`src/rtl/pei_pkg.sv`:
```
package pei_pkg;

  localparam logic [3:0] RegStatus  = 4'h4;
  localparam logic [3:0] RegEnable  = 4'h5;
  localparam logic [3:0] RegTrig    = 4'h6;
  localparam logic [3:0] RegClear   = 4'h7;
  localparam logic [3:0] RegStatusM = 4'hC;
  localparam logic [3:0] RegEnableM = 4'hD;
  localparam logic [3:0] RegTrigM   = 4'hE;

  typedef enum logic [1:0] {
    RD_NONE,
    RD_STATUS,
    RD_ENABLE,
    RD_TRIG
  } rdSel_e;

  // Write strobes from control to datapath, one port at a time.
  typedef struct packed {
    logic       wrStatus;
    logic       wrEnable;
    logic       wrTrig;
    logic       wrClear;
    logic [7:0] sel;       // pins touched (clear: pins cleared)
    logic [7:0] valHigh;   // status/enable value or trigger high field
    logic [7:0] valEdge;
    logic [7:0] valDelta;
  } strobe_t;

endpackage

```
`src/rtl/pei_ctrl.sv`:
```
module pei_ctrl
  import pei_pkg::*;
#(
  parameter int NUM_BANKS      = 8,
  parameter int PORTS_PER_BANK = 4,   // at most 4: port index is address bits [3:2]
  parameter int ADDR_W         = 12,
  localparam int NUM_PORTS     = NUM_BANKS * PORTS_PER_BANK,
  localparam int PORT_IDX_W    = (NUM_PORTS > 1) ? $clog2(NUM_PORTS) : 1
) (
  input  logic                  wrEn,
  input  logic [ADDR_W-1:0]     wrAddr,
  input  logic [31:0]           wrData,
  input  logic [ADDR_W-1:0]     rdAddr,
  output strobe_t               strobe,
  output logic [NUM_PORTS-1:0]  portHit,
  output rdSel_e                rdSel,
  output logic [PORT_IDX_W-1:0] rdPort
);

  localparam int BANK_W = ADDR_W - 8;

  logic [BANK_W-1:0] wBank, rBank;
  logic [3:0]        wReg, rReg;
  logic [1:0]        wPort, rPort;
  logic              wrInRange, rdInRange, regKnown, wrGo;

  assign wBank = wrAddr[ADDR_W-1:8];
  assign wReg  = wrAddr[7:4];
  assign wPort = wrAddr[3:2];
  assign rBank = rdAddr[ADDR_W-1:8];
  assign rReg  = rdAddr[7:4];
  assign rPort = rdAddr[3:2];

  assign wrInRange = (int'(wBank) < NUM_BANKS) && (int'(wPort) < PORTS_PER_BANK)
                     && (wrAddr[1:0] == 2'b00);
  assign rdInRange = (int'(rBank) < NUM_BANKS) && (int'(rPort) < PORTS_PER_BANK)
                     && (rdAddr[1:0] == 2'b00);

  always_comb begin
    strobe   = '0;
    regKnown = 1'b1;
    case (wReg)
      RegStatus: begin
        strobe.wrStatus = 1'b1;
        strobe.sel      = 8'hFF;
        strobe.valHigh  = wrData[7:0];
      end
      RegStatusM: begin
        strobe.wrStatus = 1'b1;
        strobe.sel      = wrData[15:8];
        strobe.valHigh  = wrData[7:0];
      end
      RegEnable: begin
        strobe.wrEnable = 1'b1;
        strobe.sel      = 8'hFF;
        strobe.valHigh  = wrData[7:0];
      end
      RegEnableM: begin
        strobe.wrEnable = 1'b1;
        strobe.sel      = wrData[15:8];
        strobe.valHigh  = wrData[7:0];
      end
      RegTrig: begin
        strobe.wrTrig   = 1'b1;
        strobe.sel      = 8'hFF;
        strobe.valHigh  = wrData[7:0];
        strobe.valEdge  = wrData[15:8];
        strobe.valDelta = wrData[23:16];
      end
      RegTrigM: begin
        strobe.wrTrig   = 1'b1;
        strobe.sel      = wrData[15:8];
        strobe.valHigh  = wrData[7:0];
        strobe.valEdge  = wrData[23:16];
        strobe.valDelta = wrData[31:24];
      end
      RegClear: begin
        strobe.wrClear  = 1'b1;
        strobe.sel      = wrData[7:0];
      end
      default: regKnown = 1'b0;
    endcase
  end

  assign wrGo = wrEn && wrInRange && regKnown;

  for (genvar b = 0; b < NUM_BANKS; b++) begin : g_bank
    for (genvar p = 0; p < PORTS_PER_BANK; p++) begin : g_port
      assign portHit[b*PORTS_PER_BANK + p] = wrGo && (int'(wBank) == b) && (int'(wPort) == p);
    end
  end

  always_comb begin
    rdSel = RD_NONE;
    if (rdInRange) begin
      case (rReg)
        RegStatus, RegStatusM: rdSel = RD_STATUS;
        RegEnable, RegEnableM: rdSel = RD_ENABLE;
        RegTrig,   RegTrigM:   rdSel = RD_TRIG;
        default:               rdSel = RD_NONE;
      endcase
    end
    rdPort = rdInRange ? PORT_IDX_W'(int'(rBank) * PORTS_PER_BANK + int'(rPort)) : '0;
  end

endmodule

```
`src/rtl/pei_datapath.sv`:
```
module pei_datapath
  import pei_pkg::*;
#(
  parameter int NUM_BANKS      = 8,
  parameter int PORTS_PER_BANK = 4,
  localparam int NUM_PORTS     = NUM_BANKS * PORTS_PER_BANK,
  localparam int NUM_PINS      = NUM_PORTS * 8,
  localparam int BANK_PINS     = PORTS_PER_BANK * 8,
  localparam int PORT_IDX_W    = (NUM_PORTS > 1) ? $clog2(NUM_PORTS) : 1
) (
  input  logic                  clk,
  input  logic                  rstN,
  input  logic [NUM_PINS-1:0]   pinsIn,
  input  strobe_t               strobe,
  input  logic [NUM_PORTS-1:0]  portHit,
  input  rdSel_e                rdSel,
  input  logic [PORT_IDX_W-1:0] rdPort,
  output logic [31:0]           rdData,
  output logic [NUM_BANKS-1:0]  irqOut,
  output logic [NUM_PINS-1:0]   statusQ,
  output logic [NUM_PINS-1:0]   enableQ,
  output logic [NUM_PINS-1:0]   trigHigh,
  output logic [NUM_PINS-1:0]   trigEdge,
  output logic [NUM_PINS-1:0]   trigDelta
);

  logic [NUM_PINS-1:0] prevQ, eventD;
  logic [NUM_PINS-1:0] statusD, enableD, highD, edgeD, deltaD;

  function automatic logic [7:0] mergeByte(input logic [7:0] cur, input logic hit,
                                           input logic [7:0] sel, input logic [7:0] val);
    return hit ? ((cur & ~sel) | (val & sel)) : cur;
  endfunction

  // Per-pin event detection against the previous sample.
  for (genvar i = 0; i < NUM_PINS; i++) begin : g_pin
    logic rise, fall;
    assign rise = pinsIn[i] & ~prevQ[i];
    assign fall = ~pinsIn[i] & prevQ[i];
    assign eventD[i] = trigEdge[i]
                     ? (trigDelta[i] ? (rise | fall) : (trigHigh[i] ? rise : fall))
                     : (trigHigh[i] ? pinsIn[i] : ~pinsIn[i]);
  end

  // Per-port next state; events are merged last so they win.
  for (genvar p = 0; p < NUM_PORTS; p++) begin : g_port
    logic [7:0] clrMask;
    assign clrMask = (portHit[p] && strobe.wrClear) ? strobe.sel : 8'h00;
    assign statusD[p*8 +: 8] =
      (mergeByte(statusQ[p*8 +: 8], portHit[p] && strobe.wrStatus, strobe.sel, strobe.valHigh)
       & ~clrMask) | eventD[p*8 +: 8];
    assign enableD[p*8 +: 8] =
      mergeByte(enableQ[p*8 +: 8], portHit[p] && strobe.wrEnable, strobe.sel, strobe.valHigh);
    assign highD[p*8 +: 8] =
      mergeByte(trigHigh[p*8 +: 8], portHit[p] && strobe.wrTrig, strobe.sel, strobe.valHigh);
    assign edgeD[p*8 +: 8] =
      mergeByte(trigEdge[p*8 +: 8], portHit[p] && strobe.wrTrig, strobe.sel, strobe.valEdge);
    assign deltaD[p*8 +: 8] =
      mergeByte(trigDelta[p*8 +: 8], portHit[p] && strobe.wrTrig, strobe.sel, strobe.valDelta);
  end

  always_ff @(posedge clk or negedge rstN) begin
    if (!rstN) begin
      prevQ     <= '0;
      statusQ   <= '0;
      enableQ   <= '0;
      trigHigh  <= '0;
      trigEdge  <= '0;
      trigDelta <= '0;
    end else begin
      prevQ     <= pinsIn;
      statusQ   <= statusD;
      enableQ   <= enableD;
      trigHigh  <= highD;
      trigEdge  <= edgeD;
      trigDelta <= deltaD;
    end
  end

  for (genvar b = 0; b < NUM_BANKS; b++) begin : g_irq
    assign irqOut[b] = |(statusQ[b*BANK_PINS +: BANK_PINS] & enableQ[b*BANK_PINS +: BANK_PINS]);
  end

  always_comb begin
    case (rdSel)
      RD_STATUS: rdData = {24'h0, statusQ[{rdPort, 3'b000} +: 8]};
      RD_ENABLE: rdData = {24'h0, enableQ[{rdPort, 3'b000} +: 8]};
      RD_TRIG:   rdData = {8'h0, trigDelta[{rdPort, 3'b000} +: 8],
                           trigEdge[{rdPort, 3'b000} +: 8], trigHigh[{rdPort, 3'b000} +: 8]};
      default:   rdData = 32'h0;
    endcase
  end

endmodule

```
`src/rtl/pin_event_irq.sv`:
```
module pin_event_irq
  import pei_pkg::*;
#(
  parameter int NUM_BANKS      = 8,
  parameter int PORTS_PER_BANK = 4,
  parameter int ADDR_W         = 12,
  localparam int NUM_PORTS     = NUM_BANKS * PORTS_PER_BANK,
  localparam int NUM_PINS      = NUM_PORTS * 8,
  localparam int PORT_IDX_W    = (NUM_PORTS > 1) ? $clog2(NUM_PORTS) : 1
) (
  input  logic                 clk,
  input  logic                 rstN,
  input  logic [NUM_PINS-1:0]  pinsIn,
  input  logic                 wrEn,
  input  logic [ADDR_W-1:0]    wrAddr,
  input  logic [31:0]          wrData,
  input  logic [ADDR_W-1:0]    rdAddr,
  output logic [31:0]          rdData,
  output logic [NUM_BANKS-1:0] irqOut
);

  strobe_t               strobe;
  logic [NUM_PORTS-1:0]  portHit;
  rdSel_e                rdSel;
  logic [PORT_IDX_W-1:0] rdPort;
  logic [NUM_PINS-1:0]   statusQ, enableQ, trigHigh, trigEdge, trigDelta;

  pei_ctrl #(
    .NUM_BANKS(NUM_BANKS), .PORTS_PER_BANK(PORTS_PER_BANK), .ADDR_W(ADDR_W)
  ) u_ctrl (
    .wrEn(wrEn), .wrAddr(wrAddr), .wrData(wrData), .rdAddr(rdAddr),
    .strobe(strobe), .portHit(portHit), .rdSel(rdSel), .rdPort(rdPort)
  );

  pei_datapath #(
    .NUM_BANKS(NUM_BANKS), .PORTS_PER_BANK(PORTS_PER_BANK)
  ) u_dp (
    .clk(clk), .rstN(rstN), .pinsIn(pinsIn), .strobe(strobe), .portHit(portHit),
    .rdSel(rdSel), .rdPort(rdPort), .rdData(rdData), .irqOut(irqOut),
    .statusQ(statusQ), .enableQ(enableQ), .trigHigh(trigHigh),
    .trigEdge(trigEdge), .trigDelta(trigDelta)
  );

endmodule

```
`config.mk`:
```
export PLATFORM = sky130hd
export DESIGN_NAME = pin_event_irq
export DESIGN_NICKNAME = d
export VERILOG_FILES = /design/src/rtl/pei_pkg.sv /design/src/rtl/pei_ctrl.sv /design/src/rtl/pei_datapath.sv /design/src/rtl/pin_event_irq.sv
export SDC_FILE = /design/constraint.sdc
export NUM_CORES = 2
export LEC_CHECK = 0
export ABC_CLOCK_PERIOD_IN_PS = 5700
export CAP_MARGIN = 5
export CORE_UTILIZATION = 25
export CTS_CLUSTER_SIZE = 28
export DETAILED_ROUTE_END_ITERATION = 12
export DONT_BUFFER_PORTS = 1
export PLACE_DENSITY = 0.45
export SLEW_MARGIN = 20
export SYNTH_ARGS = -nofsm -noshare
export SYNTH_HDL_FRONTEND = slang
export SYNTH_SLANG_ARGS = --single-unit
```
`constraint.sdc`:
```
create_clock -name clk -period 5.7 [get_ports clk]
set_clock_uncertainty 0.15 [all_clocks]
set_input_delay 1.14 -clock clk [delete_from_list [all_inputs] [get_ports clk]]
set_output_delay 1.14 -clock clk [all_outputs]
set_load 0.02 [all_outputs]
```
Yosys cells after proc, flatten, opt, wreduce, memory -nomap -nowiden
Cells that the tools add are included.
{"block": "totals", "reg_bits": 1536, "inputBits": 315, "out_inout_bits": 40, "word_cells": 3166}
{"block": "classes", "n_addsub": 1, "order_cmp": 2, "n_eq_ne": 26, "n_shift": 5, "n_mux": 1100, "bitwise_logic": 1708, "n_reduce_logical": 194}
{"op": "AND 8 bit", "count": 195}
{"op": "OR 8 bit", "count": 192}
{"op": "indexed part select 256 x 9 -> 8 bit", "count": 5}
{"op": "2-to-1 mux 1 bit", "count": 1029}
{"op": "2-to-1 mux 8 bit", "count": 65}
{"op": "AND 1 bit", "count": 512}
{"op": "NOT 1 bit", "count": 512}
{"op": "NOT 8 bit", "count": 33}
{"op": "AND 32 bit", "count": 8}
{"op": "OR 1 bit", "count": 256}
{"op": "OR reduction 32 bit", "count": 8}
{"op": "logical AND 1 bit", "count": 172}
{"op": "one-hot mux 24 bit (3 select lines)", "count": 1}
{"op": "equality test 4 bit (second input constant)", "count": 10}
{"op": "equality test 4 x 3 -> 1 bit (second input constant)", "count": 9}
{"op": "one-hot mux 16 bit (2 select lines)", "count": 1}
{"op": "one-hot mux 8 bit (3 select lines)", "count": 1}
{"op": "OR reduction 2 bit", "count": 6}
{"op": "equality test 2 bit (second input constant)", "count": 4}
{"op": "less-than comparator 4 bit (second input constant)", "count": 2}
{"op": "OR reduction 7 bit", "count": 1}
{"op": "zero test 2 bit", "count": 3}
{"op": "one-hot mux 2 bit (3 select lines)", "count": 1}
{"op": "OR reduction 3 bit", "count": 2}
{"op": "7 further kinds", "count": 8}

Logic depth before layout (Yosys ltp)
{"block": "depth", "ltp_word": 11, "depth_mapped": 17, "mapped_depth_nobuf": 11}

Modules after synthesis
Synthesis repeated with hierarchy kept, for this count alone.
{"block": "unflattened", "cells_unflattened": 7961, "area_unflattened_um2": 86850.8}
{"module": "pei_datapath", "n_inst": 1, "cells_each": 7822, "area_per_inst_um2": 86058.8, "seq_area_each_um2": 38436.9}
{"module": "pei_ctrl", "n_inst": 1, "cells_each": 139, "area_per_inst_um2": 792.0, "seq_area_each_um2": 0.0}

Least setup slack after synthesis
Ideal clock, no wire load.
{"block": "synth_timing", "path_kind": "in2out", "startpoint": "in rdAddr[1]", "endpoint": "out rdData[2]", "arrival_ns": 4.572, "t_required_ns": 4.410, "setup_slack_ns": -0.162, "path_stages": 15, "n_path_buf": 5, "path_cell_list": "nor3_1 clkbuf_1 clkbuf_1 nand2_1 or2_2 inv_1 ha_1 buf_2 buf_2 buf_1 a22oi_1 a31o_2 a2111oi_0 o2111ai_1 a221oi_1"}
{"block": "synth_between", "elab_chain_len": 5, "elab_cells_between_ends": 11, "cone_classes": "eq/ne (3); shift (3); mux (3); reduce/logical (2)"}
{"element": "from (decl)", "line_no": "pin_event_irq.sv:17", "source": "input logic [ADDR_W-1:0] rdAddr,"}
{"element": "zero test 2 bit *", "line_no": "pei_ctrl.sv:37", "source": "&& (rdAddr[1:0] == 2'b00);"}
{"element": "logical AND 1 bit *", "line_no": "pei_ctrl.sv:37"}
{"element": "2-to-1 mux 5 bit or 2-to-1 mux 2 bit (tied branches)", "line_no": "pei_ctrl.sv:103, pei_ctrl.sv:95"}
{"element": "indexed part select 256 x 9 -> 8 bit, or another cell as far along", "line_no": "pei_datapath.sv:89", "source": "trigEdge[{rdPort, 3'b000} +: 8], trigHigh[{rdPort, 3'b000} +: 8]};"}
{"element": "one-hot mux 24 bit (3 select lines) *", "line_no": "pei_datapath.sv:85", "source": "case (rdSel)"}
{"element": "to (decl)", "line_no": "pin_event_irq.sv:18", "source": "output logic [31:0] rdData,"}
Mark *: on every way between the ends. The rest lies on a longest branch, timed or not.

Worst setup path after layout
Same ends and word-level chain as after synthesis.

==> flow_metrics.py <==
metrics = {
    "clock_tree": {
        "cts-buffers-inserted": 180,
        "clk_path_buf_depth": 4,
        "cts.sinks": 1536,
        "path_clk_slew_ns": 0.05,
        "htreeDepth": 4,
        "worst_skew_pair.late_latency_ns": 0.87,
        "root_buffer": "clkbuf_16",
        "cts_tree": "yes",
    },
    "setup_path": {
        "start_kind": "input port",
        "required_ns": 4.41,
        "crit_top_cell": "buf_12",
        "crit_path_end_kind": "output port",
        "crit_chain": "nor3_2 -> nand2_1 -> or2_4 -> ha_4 -> buf_12 -> buf_12 -> a22o_1 -> a21oi_1 -> mux4_2 -> nor2_1 -> nor4_1 -> a221oi_2 -> buf_6",
        "slowest_stage": "nor4_1",
        "cp_data_arrival_time_ns": 4.43,
        "cpPeakStageDelay_ns": 1.11,
        "cp_max_fo": 31,
        "criticalPathCategory": "input port to output port",
    },
    "route": {
        "wirelength_um": 398000,
        "drtAntennaViolNets": 0,
        "vias_per_cell": 5.33,
        "wl_per_cell_um": 30.4,
        "drt_iter0_markers": 6279,
        "drc": 0,
        "dr.pass1.iters": 6,
        "vias": 69700,
    },
    "yosys": {
        "yosysWarnings": 0,
        "synth_mux_area_share_pct": 14.7,
        "synth_top_family_by_area": "compound AO/OA/AOI/OAI gates",
        "synth_simple_gate_area_share_pct": 8.25,
        "ys.flop_type": "dfrtp_1",
        "synthArstFlopShare_pct": 100,
        "ys_seq_area_share_pct": 44.3,
        "synth_compound_area_share_pct": 18.2,
        "synthDistinctLibCells": 64,
        "synth_seq_cells": 1536,
        "syn_area_um2": 86700,
        "synth-xor-area-share_pct": 2.60,
        "syn-instance-count": 8326,
        "synth_fa_ha_area_share_pct": 7.43,
        "postSynthAreaPerCell_um2": 10.4,
        "synth_edf_count": 0,
    },
    "sta": {
        "setup_ws_ns": -0.0204,
        "whs_ns": 0.00732,
        "relSlewSlack_pct": -1.97,
        "tightest_slew_ns": 1.53,
        "final-max-slew-violation-count": 22,
        "fmax_ghz": 0.175,
        "timing_hold_violations_final": 0,
        "setup_viol": 1,
        "grt_setup_unrepaired": "false",
        "min_period_over_period_pct": 100,
        "finalCriticalPeriod_ns": 5.72,
    },
    "floorplanning": {
        "die_w_um": 591,
        "die-area_um2": 349000,
        "ioPinCount": 355,
        "die_h_um": 591,
        "initial_core_util_pct": 25.2,
        "core_area_um2": 344000,
        "rows": 215,
    },
    "layout": {
        "layout-drive-gt1-share_pct": 20.2,
        "syn2layout_area_growth_pct": 15.5,
        "final_cell_mix": "dfrtp_1, mux2_2, nand2_1",
        "layout.cells.most_common": "dfrtp_1",
        "fill_cells": 35500,
        "final_util_pct": 29.1,
        "nets": 9217,
        "multi_input_area_um2": 44900,
        "seq_area_um2": 38400,
        "finalInstanceArea_um2": 100000,
    },
    "global_route": {
        "grt_max_degree": 246,
        "grt_pass1_wl_um": 550000,
        "grt_overflow": 0,
        "antenna_found_initial": 21,
        "track_usage_pct": 22.2,
        "first_global_vias": 69400,
    },
    "outcome": {
        "status": "finished, violations left",
        "violations": "max-slew violations, negative setup slack",
    },
    "placement": {
        "gp_congestion": 0.927,
        "placed_area_um2": 94200,
        "port_buffers": 0,
        "dp_hpwl_um": 294000,
        "dpl_worst_slack_ns": -0.115,
    },
    "job": {
        "maxCapViolations": 0,
    },
    "power": {
        "internal_power_mw": 18.3,
        "p_leak_nw": 46.2,
        "p_sw_mw": 6.33,
        "clockPowerShare_pct": 47.6,
        "power_mw": 24.6,
        "power_density_nw_per_um2": 246,
        "switching_share_pct": 25.7,
        "peakVddDrop_uv": 191,
        "pwr-share-comb_pct": 7.4,
        "p_seq_share_pct": 44.9,
    },
    "min_path": {
        "hold_class": "input port to async pin",
    },
}
[worst max-delay path, delay by kind of cell]
| kind | cells | cell delay [ns] |
|---|---|---|
| AND/OR/NAND/NOR | 5 | 1.80 |
| buffers and inverters | 3 | 0.58 |
| AO/OA/AOI/OAI | 3 | 0.41 |
| multiplexers | 1 | 0.24 |
| adder cells (fa/ha/maj) | 1 | 0.21 |
[cell usage after synthesis (all sizes together), types with 257 or more instances]
library cell | n | area share [%]
dfrtp | 1536 | 44
mux2 | 1030 | 13
nand2 | 700 | 3.1
a21oi | 561 | 3.2
inv | 530 | 2.3
ha | 515 | 7.4
a211oi | 450 | 3.9
nor2 | 406 | 1.9
o21ai | 345 | 2.0
clkbuf | 306 | 1.3
o211ai | 273 | 2.4
nor2b | 257 | 1.9
xor2 | 257 | 2.6
[path summary, 6_finish.rpt]
path,slack (ns),start,cells past startpoint,to
max reg2reg,3.77,u_dp.prevQ[149],6,u_dp.statusQ[149]
min in group clk,0.14,pinsIn[84],0,u_dp.prevQ[84]
max in group asynchronous,2.09,rstN,7,async pin
min reg2reg,0.36,register,1,register
max,-0.02,rdAddr[1],13,rdData[2]
min,0.007,rstN,1,u_dp.prevQ[223]
[area by class of cell]
cell class	instances	share of cell area [%]
clock buffer	268	5.25
antenna	17	0.0425
tap	4557	5.69
multi-input combinational	5800	44.8
inverter	530	1.99
clock inverter	36	0.411
timing repair buffer	339	3.45
sequential	1536	38.4
[per-stage QoR]
stage / std cells / TNS, ns
global placement: 12700 / -0.213
finish: 13100 / -0.0204
CTS: 13100 / 0
detailed placement: 12800 / -0.264
global route: 13100 / 0
floorplan: 8333 / 0
[what timing repair did]
action	CTS	global route
gates cloned	0	1
setup endpoints to repair	6	8
buffers inserted	0	1
hold buffers	1	0
pin swaps	1	1
resized for setup	12	11
hold endpoints to repair	7	0
[routing by layer]
metal	GRT usage (%)	part of all wire (%)
met1	26.2	39
met2	37.9	48
met3	5.26	7.3
met4	10.6	5.5
met5	0	0.0060
[power groups by stage]
stage	Sequential (mW)	Combinational [mW]	Clock, mW
CTS	11.1	1.82	11.9
floorplan	11.2	0.960	0
global route	11.1	2.01	12.3
finish	11.1	1.83	11.7
global placement	11.2	1.74	0
detailed placement	11.3	1.80	0
[kinds of logic (layout without fill, tap and decap cells)]
| family | count (synthesis) | count (layout) |
|---|---|---|
| fa+ha+maj | 515 | 515 |
| simple gates | 1564 | 1564 |
| buf+inv | 997 | 1173 |
| mux | 1133 | 1133 |
| xor+xnor | 257 | 257 |
| compound gates | 2323 | 2323 |
| other cells | 1 | 25 |
| flops | 1536 | 1536 |
(Power assumes the default switching activity.)
